File: src/rtl/pev_pkg.sv
`timescale 1ns/100ps
package pev_pkg;
    localparam int EVT_W  = 8;
    localparam int REG_W  = 2 * EVT_W;

    // event status bit positions
    localparam int EV_HOST   = 0;
    localparam int EV_XEND   = 1;
    localparam int EV_BUSERR = 2;

    // dma status bit positions
    localparam int DS_ACT  = 0;
    localparam int DS_ERR  = 1;
    localparam int DS_INT  = 2;
    localparam int DS_CAPL = 5;
    localparam int DS_CAPH = 6;

    // dma command bit positions
    localparam int CM_GO  = 0;
    localparam int CM_DIR = 3;

    // system control bit positions
    localparam int SC_SRST  = 15;
    localparam int SC_FRST  = 14;
    localparam int SC_CABLE = 13;

    localparam logic [1:0] RA_SYS = 2'd0;
    localparam logic [1:0] RA_EVT = 2'd1;
    localparam logic [1:0] RA_DMA = 2'd2;

    typedef enum logic [1:0] {
        DM_IDLE = 2'd0,
        DM_RUN  = 2'd1,
        DM_HALF = 2'd2
    } dma_st_e;
endpackage

File: src/rtl/pev_sysctl.sv
`timescale 1ns/100ps
module pev_sysctl (
    input  logic clk,
    input  logic rst_n,
    input  logic hi_wr_i,
    input  logic srst_bit_i,
    input  logic frst_bit_i,
    output logic srst_q_o,
    output logic frst_q_o,
    output logic srst_now_o,
    output logic soft_rst_o,
    output logic fifo_rst_o
);
    logic srst_q, frst_q, spulse_q, fpulse_q;
    logic srst_set, frst_set;

    assign srst_set = hi_wr_i & srst_bit_i;
    assign frst_set = hi_wr_i & frst_bit_i;

    always_ff @(posedge clk or negedge rst_n) begin
        if (!rst_n) begin
            srst_q   <= 1'b0;
            frst_q   <= 1'b0;
            spulse_q <= 1'b0;
            fpulse_q <= 1'b0;
        end else begin
            if (hi_wr_i) begin
                srst_q <= srst_bit_i;
                frst_q <= frst_bit_i;
            end
            spulse_q <= srst_set & ~srst_q;
            fpulse_q <= frst_set & ~frst_q;
        end
    end

    assign srst_q_o   = srst_q;
    assign frst_q_o   = frst_q;
    assign srst_now_o = srst_q | srst_set;
    assign soft_rst_o = spulse_q;
    assign fifo_rst_o = fpulse_q;

    AST_SRST_ONE_CYCLE: assert property (@(posedge clk) disable iff (!rst_n)
        soft_rst_o |=> !soft_rst_o);
    AST_FRST_ONE_CYCLE: assert property (@(posedge clk) disable iff (!rst_n)
        fifo_rst_o |=> !fifo_rst_o);
endmodule

File: src/rtl/pev_intctl.sv
`timescale 1ns/100ps
module pev_intctl #(
    parameter int EVT_W = 8
) (
    input  logic               clk,
    input  logic               rst_n,
    input  logic               srst_i,
    input  logic [EVT_W-1:0]   evt_i,
    input  logic               w1c_wr_i,
    input  logic               mask_wr_i,
    input  logic [2*EVT_W-1:0] wdata_i,
    input  logic               dclr_i,
    output logic [EVT_W-1:0]   status_o,
    output logic [EVT_W-1:0]   mask_o,
    output logic               irq_o
);
    logic [EVT_W-1:0] status_q, status_n, mask_q, mask_n;
    logic             irq_q;

    for (genvar g = 0; g < EVT_W; g++) begin : g_bit
        localparam bit DMA_LINKED = (g == pev_pkg::EV_HOST) || (g == pev_pkg::EV_XEND);
        logic clr;
        assign clr = (w1c_wr_i & wdata_i[g]) | (dclr_i & DMA_LINKED);
        // a new event outranks any clear on the same bit
        assign status_n[g] = evt_i[g] | (status_q[g] & ~clr);
    end

    always_comb begin
        mask_n = mask_q;
        if (mask_wr_i)
            mask_n = wdata_i[2*EVT_W-1:EVT_W];
        else if (dclr_i)
            mask_n = '0;
    end

    always_ff @(posedge clk or negedge rst_n) begin
        if (!rst_n) begin
            status_q <= '0;
            mask_q   <= '0;
            irq_q    <= 1'b0;
        end else begin
            irq_q <= |(status_q & ~mask_q);
            if (srst_i) begin
                status_q <= '0;
                mask_q   <= '0;
            end else begin
                status_q <= status_n;
                mask_q   <= mask_n;
            end
        end
    end

    assign status_o = status_q;
    assign mask_o   = mask_q;
    assign irq_o    = irq_q;

    AST_EVT_OUTRANKS_CLR: assert property (@(posedge clk) disable iff (!rst_n)
        ((|evt_i) && !srst_i) |=> ((status_q & $past(evt_i)) == $past(evt_i)));
    AST_DCLR_WIPES_MASK: assert property (@(posedge clk) disable iff (!rst_n)
        (dclr_i && !srst_i && !mask_wr_i) |=> (mask_q == '0));
    AST_SRST_ZEROES_EVT: assert property (@(posedge clk) disable iff (!rst_n)
        srst_i |=> (status_q == '0 && mask_q == '0));
    AST_IRQ_QUIET: assert property (@(posedge clk) disable iff (!rst_n)
        ((status_q & ~mask_q) == '0) |=> !irq_o);
endmodule

File: src/rtl/pev_dmactl.sv
`timescale 1ns/100ps
module pev_dmactl
    import pev_pkg::*;
(
    input  logic       clk,
    input  logic       rst_n,
    input  logic       srst_i,
    input  logic       cmd_wr_i,
    input  logic       cmd_go_i,
    input  logic       cmd_dir_i,
    input  logic       stat_wr_i,
    input  logic       clr_err_i,
    input  logic       clr_int_i,
    input  logic [1:0] cap_i,
    input  logic       rec_xend_i,
    input  logic       rec_host_i,
    input  logic       buserr_i,
    output logic [7:0] cmd_o,
    output logic [7:0] stat_o,
    output logic       run_o,
    output logic       dir_o
);
    dma_st_e    state_q, state_n;
    logic       done;
    logic       go_q, dir_q, err_q, int_q;
    logic [1:0] cap_q;

    assign done = (state_q != DM_IDLE) & rec_xend_i & rec_host_i;

    // state register
    always_ff @(posedge clk or negedge rst_n) begin
        if (!rst_n) state_q <= DM_IDLE;
        else        state_q <= state_n;
    end

    // next state
    always_comb begin
        state_n = state_q;
        if (srst_i) begin
            state_n = DM_IDLE;
        end else begin
            unique case (state_q)
                DM_IDLE: begin
                    if (cmd_wr_i && cmd_go_i) state_n = DM_RUN;
                end
                DM_RUN, DM_HALF: begin
                    if (cmd_wr_i)                    state_n = cmd_go_i ? DM_RUN : DM_IDLE;
                    else if (done)                   state_n = DM_IDLE;
                    else if (rec_xend_i ^ rec_host_i) state_n = DM_HALF;
                    else                             state_n = DM_RUN;
                end
                default: state_n = DM_IDLE;
            endcase
        end
    end

    // output and flag registers
    always_ff @(posedge clk or negedge rst_n) begin
        if (!rst_n) begin
            go_q  <= 1'b0;
            dir_q <= 1'b0;
            err_q <= 1'b0;
            int_q <= 1'b0;
            cap_q <= '0;
        end else if (srst_i) begin
            go_q  <= 1'b0;
            dir_q <= 1'b0;
            err_q <= 1'b0;
            int_q <= 1'b0;
            cap_q <= '0;
        end else begin
            if (cmd_wr_i) begin
                go_q  <= cmd_go_i;
                dir_q <= cmd_dir_i;
            end
            err_q <= buserr_i | (err_q & ~(stat_wr_i & clr_err_i));
            int_q <= done | (int_q & ~(stat_wr_i & clr_int_i));
            if (stat_wr_i) cap_q <= cap_i;
        end
    end

    assign run_o = (state_q != DM_IDLE);
    assign dir_o = dir_q;

    always_comb begin
        cmd_o          = '0;
        cmd_o[CM_GO]   = go_q;
        cmd_o[CM_DIR]  = dir_q;
        stat_o          = '0;
        stat_o[DS_ACT]  = run_o;
        stat_o[DS_ERR]  = err_q;
        stat_o[DS_INT]  = int_q;
        stat_o[DS_CAPL] = cap_q[0];
        stat_o[DS_CAPH] = cap_q[1];
    end

    AST_DONE_RAISES_INT: assert property (@(posedge clk) disable iff (!rst_n)
        (done && !srst_i && !(cmd_wr_i && cmd_go_i)) |=> (stat_o[DS_INT] && !run_o));
    AST_BUSERR_TO_ERR: assert property (@(posedge clk) disable iff (!rst_n)
        (buserr_i && !srst_i) |=> stat_o[DS_ERR]);
    AST_SRST_IDLES_DMA: assert property (@(posedge clk) disable iff (!rst_n)
        srst_i |=> (state_q == DM_IDLE && stat_o == '0 && cmd_o == '0));
    AST_STOP_WRITE: assert property (@(posedge clk) disable iff (!rst_n)
        (cmd_wr_i && !cmd_go_i) |=> !run_o);
endmodule

File: src/rtl/pata_evt_unit.sv
`timescale 1ns/100ps
module pata_evt_unit
    import pev_pkg::*;
#(
    parameter int EVT_W = pev_pkg::EVT_W
) (
    input  logic               clk,
    input  logic               rst_n,
    input  logic               reg_wr_i,
    input  logic [1:0]         reg_addr_i,
    input  logic [1:0]         reg_be_i,
    input  logic [2*EVT_W-1:0] reg_wdata_i,
    input  logic [1:0]         rd_addr_i,
    output logic [2*EVT_W-1:0] rd_data_o,
    input  logic [EVT_W-1:0]   evt_i,
    input  logic               cable_40w_i,
    output logic               irq_o,
    output logic               dma_run_o,
    output logic               dma_dir_o,
    output logic               fifo_rst_o,
    output logic               soft_rst_o
);
    localparam int RW = 2 * EVT_W;

    logic sys_hi_wr, evt_lo_wr, evt_hi_wr, dma_lo_wr, dma_hi_wr;
    logic srst_q, frst_q, srst_now;
    logic [EVT_W-1:0] ev_status, ev_mask;
    logic [7:0] dma_cmd, dma_stat;

    assign sys_hi_wr = reg_wr_i & (reg_addr_i == RA_SYS) & reg_be_i[1];
    assign evt_lo_wr = reg_wr_i & (reg_addr_i == RA_EVT) & reg_be_i[0];
    assign evt_hi_wr = reg_wr_i & (reg_addr_i == RA_EVT) & reg_be_i[1];
    assign dma_lo_wr = reg_wr_i & (reg_addr_i == RA_DMA) & reg_be_i[0];
    assign dma_hi_wr = reg_wr_i & (reg_addr_i == RA_DMA) & reg_be_i[1];

    pev_sysctl u_sys (
        .clk        (clk),
        .rst_n      (rst_n),
        .hi_wr_i    (sys_hi_wr),
        .srst_bit_i (reg_wdata_i[SC_SRST]),
        .frst_bit_i (reg_wdata_i[SC_FRST]),
        .srst_q_o   (srst_q),
        .frst_q_o   (frst_q),
        .srst_now_o (srst_now),
        .soft_rst_o (soft_rst_o),
        .fifo_rst_o (fifo_rst_o)
    );

    pev_intctl #(.EVT_W(EVT_W)) u_evt (
        .clk       (clk),
        .rst_n     (rst_n),
        .srst_i    (srst_now),
        .evt_i     (evt_i),
        .w1c_wr_i  (evt_lo_wr),
        .mask_wr_i (evt_hi_wr),
        .wdata_i   (reg_wdata_i),
        .dclr_i    (dma_hi_wr & reg_wdata_i[8 + DS_INT]),
        .status_o  (ev_status),
        .mask_o    (ev_mask),
        .irq_o     (irq_o)
    );

    pev_dmactl u_dma (
        .clk        (clk),
        .rst_n      (rst_n),
        .srst_i     (srst_now),
        .cmd_wr_i   (dma_lo_wr),
        .cmd_go_i   (reg_wdata_i[CM_GO]),
        .cmd_dir_i  (reg_wdata_i[CM_DIR]),
        .stat_wr_i  (dma_hi_wr),
        .clr_err_i  (reg_wdata_i[8 + DS_ERR]),
        .clr_int_i  (reg_wdata_i[8 + DS_INT]),
        .cap_i      (reg_wdata_i[8 + DS_CAPH : 8 + DS_CAPL]),
        .rec_xend_i (ev_status[EV_XEND]),
        .rec_host_i (ev_status[EV_HOST]),
        .buserr_i   (evt_i[EV_BUSERR]),
        .cmd_o      (dma_cmd),
        .stat_o     (dma_stat),
        .run_o      (dma_run_o),
        .dir_o      (dma_dir_o)
    );

    always_comb begin
        rd_data_o = '0;
        unique case (rd_addr_i)
            RA_SYS: begin
                rd_data_o[SC_SRST]  = srst_q;
                rd_data_o[SC_FRST]  = frst_q;
                rd_data_o[SC_CABLE] = cable_40w_i;
            end
            RA_EVT:  rd_data_o = {ev_mask, ev_status};
            RA_DMA:  rd_data_o = {{(RW-16){1'b0}}, dma_stat, dma_cmd};
            default: rd_data_o = '0;
        endcase
    end
endmodule

File: config.mk
export PLATFORM = sky130hd
export DESIGN_NAME = pata_evt_unit
export DESIGN_NICKNAME = d
export VERILOG_FILES = /design/src/rtl/pev_pkg.sv /design/src/rtl/pev_sysctl.sv /design/src/rtl/pev_intctl.sv /design/src/rtl/pev_dmactl.sv /design/src/rtl/pata_evt_unit.sv
export SDC_FILE = /design/constraint.sdc
export NUM_CORES = 1
export LEC_CHECK = 0
export ABC_AREA = 1
export BUFFER_PORTS_ARGS = -buffer_cell sky130_fd_sc_hd__buf_4
export CORE_MARGIN = 8
export CORE_UTILIZATION = 54
export CTS_BUF_LIST = sky130_fd_sc_hd__clkbuf_4 sky130_fd_sc_hd__clkbuf_8 sky130_fd_sc_hd__clkbuf_16
export CTS_CLUSTER_DIAMETER = 150
export DETAILED_ROUTE_END_ITERATION = 8
export PLACE_DENSITY_LB_ADDON = 0.05
export SLEW_MARGIN = 20
export SYNTH_ARGS = -nofsm -noshare
export SYNTH_HDL_FRONTEND = slang
export SYNTH_SLANG_ARGS = --single-unit
export TNS_END_PERCENT = 10
File: constraint.sdc
create_clock -name clk -period 1.9 [get_ports clk]
set_clock_uncertainty 0.15 [all_clocks]
set_input_delay 0.19 -clock clk [delete_from_list [all_inputs] [get_ports clk]]
set_output_delay 0.19 -clock clk [all_outputs]
set_load 0.02 [all_outputs]
==> results of run 1 <==
stage by stage:
step | area, sq um | cells | util | setup WS [ns] | total power [mW]
global route | 2422 | 340 | 0.8000 | 0.007792 | 1.842
CTS | 2422 | 340 | 0.8000 | 0.1166 | 1.730
detailed placement | 2153 | 312 | 0.7112 | 0.2179 | 1.294
global placement | 2153 | 312 | 0.7112 | 0.2487 | 1.289
finish | 2422 | 340 | 0.8000 | 0.1218 | 1.724
floorplan | 1700 | 215 | - | 0.2091 | 1.106
report_power, final:
part           switching [mW]  internal (mW)
Combinational           0.329          0.244
Clock                   0.207          0.189
Sequential             0.0587          0.697
Total                   0.594           1.13
per-layer routing:
metal | GRT usage | vias up | part of all wire
li1 | - | 833 | -
met1 | 0.2142 | 725 | 0.43
met3 | 0.07576 | 9 | 0.10
met4 | 0.08617 | 0 | 0.016
met2 | 0.2889 | 59 | 0.45
met5 | 0 | - | 0
state kept, by name, indices dropped and copies added (netlist names):
name and count:
u_dma.cap_q 2, u_dma.dir_o 1, u_dma.err_q 1, u_dma.go_q 1, u_dma.int_q 1, u_dma.state_q 2
u_evt.irq_o 1, u_evt.mask_o 8, u_evt.status_o 8, u_sys.fifo_rst_o 1, u_sys.frst_q_o 1, u_sys.soft_rst_o 1
u_sys.srst_q_o 1
worst reg2reg max path, cell delays in order, from the launching register on:
cell and delay [ns]:
dfrtp_1 0.41, inv_1 0.16, nand2_8 0.14, a21oi_1 0.14, dlygate4sd3_1 0.56
cell families after synthesis:
group	share of synthesized area
AO/OA/AOI/OAI	0.1060
adder cells (fa/ha/maj)	0.04415
flip-flops	0.4268
AND/OR/NAND/NOR	0.3252
buffers and inverters	0.09786
area by class of cell:
class	count	area, sq um
inverter	39	151.4
clock buffer	7	58.81
tap	44	55.05
multi-input combinational	145	808.3
timing repair buffer	76	623.1
fill	227	605.6
sequential	29	725.7
path summary, 6_finish.rpt:
kind | from | end | cells past startpoint
worst min register to register | u_sys.frst_q_o$_DFFE_PN0N_ | u_sys.fifo_rst_o$_DFF_PN0_ | 1
worst max register to register | u_sys.srst_q_o$_DFFE_PN0N_ | u_evt.status_o[1]$_DFF_PN0_ | 4
worst max-delay path | u_dma.state_q[0]$_DFFE_PN0P_ | rd_data_o[8] | 6
min in group asynchronous | rst_n | u_dma.dir_o$_DFFE_PN0P_ | 2
worst min-delay path | reg_wdata_i[4] | u_evt.status_o[4]$_DFF_PN0_ | 4
max in group asynchronous | rst_n | u_evt.status_o[4]$_DFF_PN0_ | 2
cell usage in the layout, fill, tap and decap left out, types with 5 or more instances in the layout:
cell,n
inv_1,34
nor2_4,5
clkbuf_4,6
o21ai_2,6
ha_1,6
o21ai_0,7
nand3_1,18
buf_4,55
a21oi_1,16
dlygate4sd3_1,21
nand2_1,58
nor2_1,17
dfrtp_1,29
==> reports/results.tsv, run 1 <==
stage	metric	value	unit
sta	slew margin rel.	0.7012	
clock_network	Post-CTS Resized	0	
critical_path	CP endpoint kind	output port	
synthesis	most instantiated cells after synthesis	58 x nand2_1, 34 x inv_1, 29 x dfrtp_1, 18 x nand3_1, 17 x nor2_1	
synthesis	EDFF count, synth	0	
grt	pin count of the biggest net entering global routing	30	
synthesis	number of synthesized register bits	29	
grt	GRT Util Overall	0.1847	
critical_path	reg-to-reg slack, setup	0.28	ns
routing	WL/cell	12.98	um
hold_path	Hold Crit Class	in -> reg	
routing	ANT nets after route	0	
synthesis	top cells by area in the synthesized netlist	dfrtp_1 43%, nand2_1 13%, inv_1 7.5%	
pwr	P per Cell Area	711.6	nW/um^2
synthesis	Yosys Warn Count	0	
synthesis	Syn Area/Cell	7.909	sq um
critical_path	Setup CP Type	reg -> out	
synthesis	sequential area share after synthesis	0.4268	
layout	diode count	0	
clock_network	H-tree level count	2	
floorplanning	I/O pin cnt	55	
critical_path	CP Launch Type	register	
floorplanning	Initial Util	0.5616	
sta	Fin Setup TNS	0	ns
synthesis	Main synth FF type	dfrtp_1	
synthesis	Synth area leader	dfrtp_1	
sta	hold slack	0.01909	ns
placed_design	Placer Congestion	0.8311	
critical_path	slowest cell delay on critical path	0.38	ns
sta	unrepaired setup endpoints after global routing	false	
floorplanning	chip height	72.12	um
synthesis	Cells after Synth	215	
clock_network	number of CTS-inserted buffers	5	
sta	Least-Margin Pin Slew	0.4471	ns
clock_network	Clock Tree Buf Depth	2	
pwr	VDD IR max	0.0004987	V
grt	first-pass GRT wire length	7576	um
critical_path	Top delay family on crit path	flip-flops	
clock_network	CTS root buf	clkbuf_4	
critical_path	Max Fanout on Critical Path	4	
routing	Vias	1626	
synthesis	Mapped Nets	255	
synthesis	mapped cell area	1700	sq um
critical_path	Worst EP arrival	1.44	ns
pwr	Leak	1.265	nW
sta	final setup violating endpoints	0	
critical_path	worst path cell trace	inv_1 > ha_1 > inv_1 > nand3_1 > o21ai_0 > buf_4	
synthesis	Async S/R FF share, synth	1.000	
sta	final hold viol count	0	
critical_path	Critical-path top delay cell	dfrtp_1	
clock_network	# hold bufs at CTS	21	
sta	minimum clock period	1.778	ns
routing	DRC	0	
flow_run	max-cap violations	0	
routing	vias per cell	4.782	
synthesis	post-synth top area share	0.4268	
critical_path	Crit path required time	1.56	ns
layout	Layout Nets	336	
floorplanning	chip width	72.12	um
critical_path	buffer and inverter count on the worst path	3	
clock_network	Clock Latency Late Sink	0.33	ns
floorplanning	Placement Rows	20	
clock_network	CTS sink cnt	29	
clock_network	post-CTS setup buffer count	0	
layout	layout cell share with drive strength beyond 1	0.2905	
grt	vias in the first global route	1701	
grt	Overflow after GRT	0	
sta	max-slew violations	0	
grt	initial antenna violation count	0	
floorplanning	core region area	3028	sq um
layout	Area growth syn-to-layout	42.46	%
sta	final period utilization	0.9359	
clock_network	clk slew on worst S/H paths	0.09	ns
synthesis	cell with the most instances after synthesis	nand2_1	
floorplanning	Die ar.	5201	sq um
placed_design	DPL Wire Length	3253	um
routing	drt pass-1 iters	4	
routing	DR iter-0 viols	77	
placed_design	PortBufs	54	
synthesis	synth unique cells	22	
critical_path	most used cell, CP	inv_1	
run_status	status	finished clean	
sta	maximum clock frequency	562.4	MHz
clock_network	CTS tree	done	
routing	Post-Route WL	4412	um
No activity file was read; power rests on OpenSTA's default activity.
==> run 2: changes to the inputs <==
--- a/config.mk
+++ b/config.mk
@@ -5,7 +5,6 @@
 export SDC_FILE = /design/constraint.sdc
 export NUM_CORES = 1
 export LEC_CHECK = 0
-export ABC_AREA = 1
 export BUFFER_PORTS_ARGS = -buffer_cell sky130_fd_sc_hd__buf_4
 export CORE_MARGIN = 8
 export CORE_UTILIZATION = 54
==> run 2 against run 1 <==
Via count increased by 0.31%. Worst hold slack worse by 0.0079 ns. Cell area fell by 4.8%. Largest power group unchanged. Critical path type unchanged.
==> reports/results.tsv, run 2 <==
stage	metric	value	unit
flow_run	max-cap violations	0	
hold_path	critical hold path startpoint	reg_wdata_i[6]	
pwr	VDD IR max	0.0004302	V
synthesis	Yosys Warn Count	0	
critical_path	most used cell, CP	inv_1	
critical_path	R2R Path End	u_dma.state_q[0]$_DFFE_PN0P_	
hold_path	Hold Crit Class	in -> reg	
sta	final hold viol count	0	
critical_path	Crit path required time	1.56	ns
sta	final setup violating endpoints	0	
grt	vias in the first global route	1748	
floorplanning	Initial Util	0.5525	
sta	Least-Margin Pin Slew	0.5057	ns
routing	Vias	1631	
sta	unrepaired setup endpoints after global routing	false	
clock_network	CTS sink cnt	29	
sta	final period utilization	0.9661	
sta	slew margin rel.	0.6629	
routing	drt pass-1 iters	7	
critical_path	Max Fanout on Critical Path	5	
clock_network	CTS root buf	clkbuf_4	
synthesis	cell with the most instances after synthesis	dfrtp_1	
sta	maximum clock frequency	544.8	MHz
clock_network	clk slew on worst S/H paths	0.10	ns
floorplanning	Die ar.	5036	sq um
grt	pin count of the biggest net entering global routing	30	
clock_network	CTS tree	done	
critical_path	worst r2r path cells	5	
layout	layout cell share with drive strength beyond 1	0.3106	
pwr	P per Cell Area	731.8	nW/um^2
critical_path	Setup CP Type	reg -> out	
synthesis	synth unique cells	40	
routing	DRC	0	
sta	Fin Setup TNS	0	ns
floorplanning	chip width	70.97	um
placed_design	PortBufs	54	
layout	register area	725.7	sq um
floorplanning	chip height	70.97	um
floorplanning	Placement Rows	20	
synthesis	Async S/R FF share, synth	1.000	
synthesis	Syn Area/Cell	10.20	sq um
clock_network	Clock Latency Late Sink	0.34	ns
critical_path	Worst EP arrival	1.50	ns
routing	ANT nets after route	0	
clock_network	number of CTS-inserted buffers	5	
grt	Overflow after GRT	0	
critical_path	Top delay family on crit path	flip-flops	
critical_path	CP endpoint kind	output port	
synthesis	Main synth FF type	dfrtp_1	
pwr	Tot Pwr	1.688	mW
synthesis	Cells after Synth	160	
hold_path	worst hold endpoint	u_evt.status_o[6]$_DFF_PN0_	
synthesis	post-synth top area share	0.4448	
clock_network	Clock Tree Buf Depth	2	
routing	vias per cell	6.086	
grt	first-pass GRT wire length	8611	um
critical_path	worst path cell trace	inv_1 > ha_4 > inv_1 > a22oi_2 > nor2b_1 > buf_4	
critical_path	reg-to-reg slack, setup	0.31	ns
layout	commonest non-fill, non-tap cell in the layout	buf_4	
hold_path	hold depth	3	
run_status	status	finished clean	
clock_network	H-tree level count	2	
placed_design	DPL Wire Length	3603	um
critical_path	reg-to-reg startpoint	u_dma.state_q[0]$_DFFE_PN0P_	
synthesis	sequential area share after synthesis	0.4448	
synthesis	EDFF count, synth	0	
synthesis	most instantiated cells after synthesis	29 x dfrtp_1, 16 x inv_1, 12 x a21oi_1, 11 x o21a_1, 9 x nand2_1	
layout	Layout Cells excl Fill	268	
sta	minimum clock period	1.835	ns
synthesis	Synth area leader	dfrtp_1	
synthesis	Mapped Nets	200	
synthesis	number of synthesized register bits	29	
routing	Post-Route WL	5103	um
critical_path	Critical-path top delay cell	dfrtp_1	
synthesis	mapped cell area	1632	sq um
pwr	Leak	1.121	nW
layout	fill count	196	
layout	most frequent cells in the layout	55 x buf_4, 29 x dfrtp_1, 18 x dlygate4sd3_1	
floorplanning	I/O pin cnt	55	
critical_path	buffer and inverter count on the worst path	3	
layout	multi-input gate area in the final layout	828.3	sq um
grt	GRT Util Overall	0.2135	
critical_path	slowest cell delay on critical path	0.39	ns
routing	WL/cell	19.04	um
grt	initial antenna violation count	0	
layout	Layout Nets	275	
routing	DR iter-0 viols	122	
sta	hold slack	0.01114	ns
synthesis	top cells by area in the synthesized netlist	dfrtp_1 44%, o21a_1 5.1%, ha_1 4.6%	
sta	max-slew violations	0	
critical_path	CP Launch Type	register	
placed_design	placed cells	242	
placed_design	Placer Congestion	0.8904	
layout	Area growth syn-to-layout	41.41	%
layout	diode count	0	
floorplanning	core region area	2953	sq um
==> run 2: cell count changes after synthesis, moves of 4 or more <==
cell,before,now
nand2_1,58,9
a21oi_1,16,12
a22oi_1,0,6
nand3_1,18,1
and3_1,0,8
o21a_1,0,11
nor2b_1,0,7
a32o_1,0,6
nor2_1,17,6
o21ai_0,7,2
o21ai_2,6,0
nor2_4,5,0
inv_1,34,16
==> run 2: cells by family (layout without fill, tap and decap cells) <==
kind of cell    count (synthesis)  after routing  share of synthesized area
xor+xnor                        1              1                   0.005369
simple gates                   47             47                     0.1856
mux                             2              2                    0.01227
buf+inv                        21             96                    0.05828
compound gates                 54             54                     0.2477
fa+ha+maj                       6              6                    0.04601
flops                          29             29                     0.4448
==> run 2: worst max-delay path by stage <==
stage                                       startpoint  depth (start not counted)       endpoint  slack (ns)
final                     u_dma.state_q[0]$_DFFE_PN0P_                          6   rd_data_o[8]        0.06
after global routing      u_dma.state_q[0]$_DFFE_PN0P_                          6   rd_data_o[8]        0.01
after CTS                 u_dma.state_q[1]$_DFFE_PN0P_                          6   rd_data_o[8]       0.005
after detailed placement                  rd_addr_i[1]                          6  rd_data_o[10]        0.25
after global placement                    rd_addr_i[1]                          6  rd_data_o[13]        0.32
after floorplan           u_dma.state_q[0]$_DFFE_PN0P_                          5   rd_data_o[8]        0.31
==> run 2: cell type report <==
cell class / instances / area share
Inverter: 16 / 0.02603
Sequential cell: 29 / 0.3145
Timing Repair Buffer: 73 / 0.2571
Clock buffer: 7 / 0.02549
Tap cell: 33 / 0.01790
Multi-Input combinational cell: 110 / 0.3590
==> run 2: power by group <==
group | internal, mW | switching, mW
logic | 0.243 | 0.267
clock network | 0.189 | 0.226
registers | 0.695 | 0.0690
total | 1.13 | 0.562
==> run 2: layer usage <==
metal | track usage | vias up | part of all wire
li1 | - | 745 | -
met1 | 0.2494 | 775 | 0.41
met2 | 0.3471 | 97 | 0.49
met3 | 0.07203 | 14 | 0.076
met4 | 0.09238 | 0 | 0.023
met5 | 0 | - | 0
==> run 2: per-stage QoR <==
stage | utilization | setup slack, ns | cell area, sq um
final | 0.7814 | 0.06450 | 2307
after global placement | 0.6919 | 0.3229 | 2043
after floorplan | - | 0.3099 | 1632
after detailed placement | 0.6919 | 0.2464 | 2043
after global routing | 0.7814 | 0.01201 | 2307
after CTS | 0.7763 | 0.004556 | 2292
==> run 2: worst register-to-register path, stage by stage, from the launching register on <==
cell and delay, ns:
dfrtp_1 0.39, buf_4 0.14, ha_1 0.22, nor4b_1 0.26, a221oi_1 0.12, a211oi_1 0.22
==> run 2: repair_timing <==
item	in CTS	in global routing
gates resized for setup	1	3
hold buffers	18	0
endpoints found under the setup margin	1	1
setup buffers	1	0
endpoints found under the hold margin	52	0
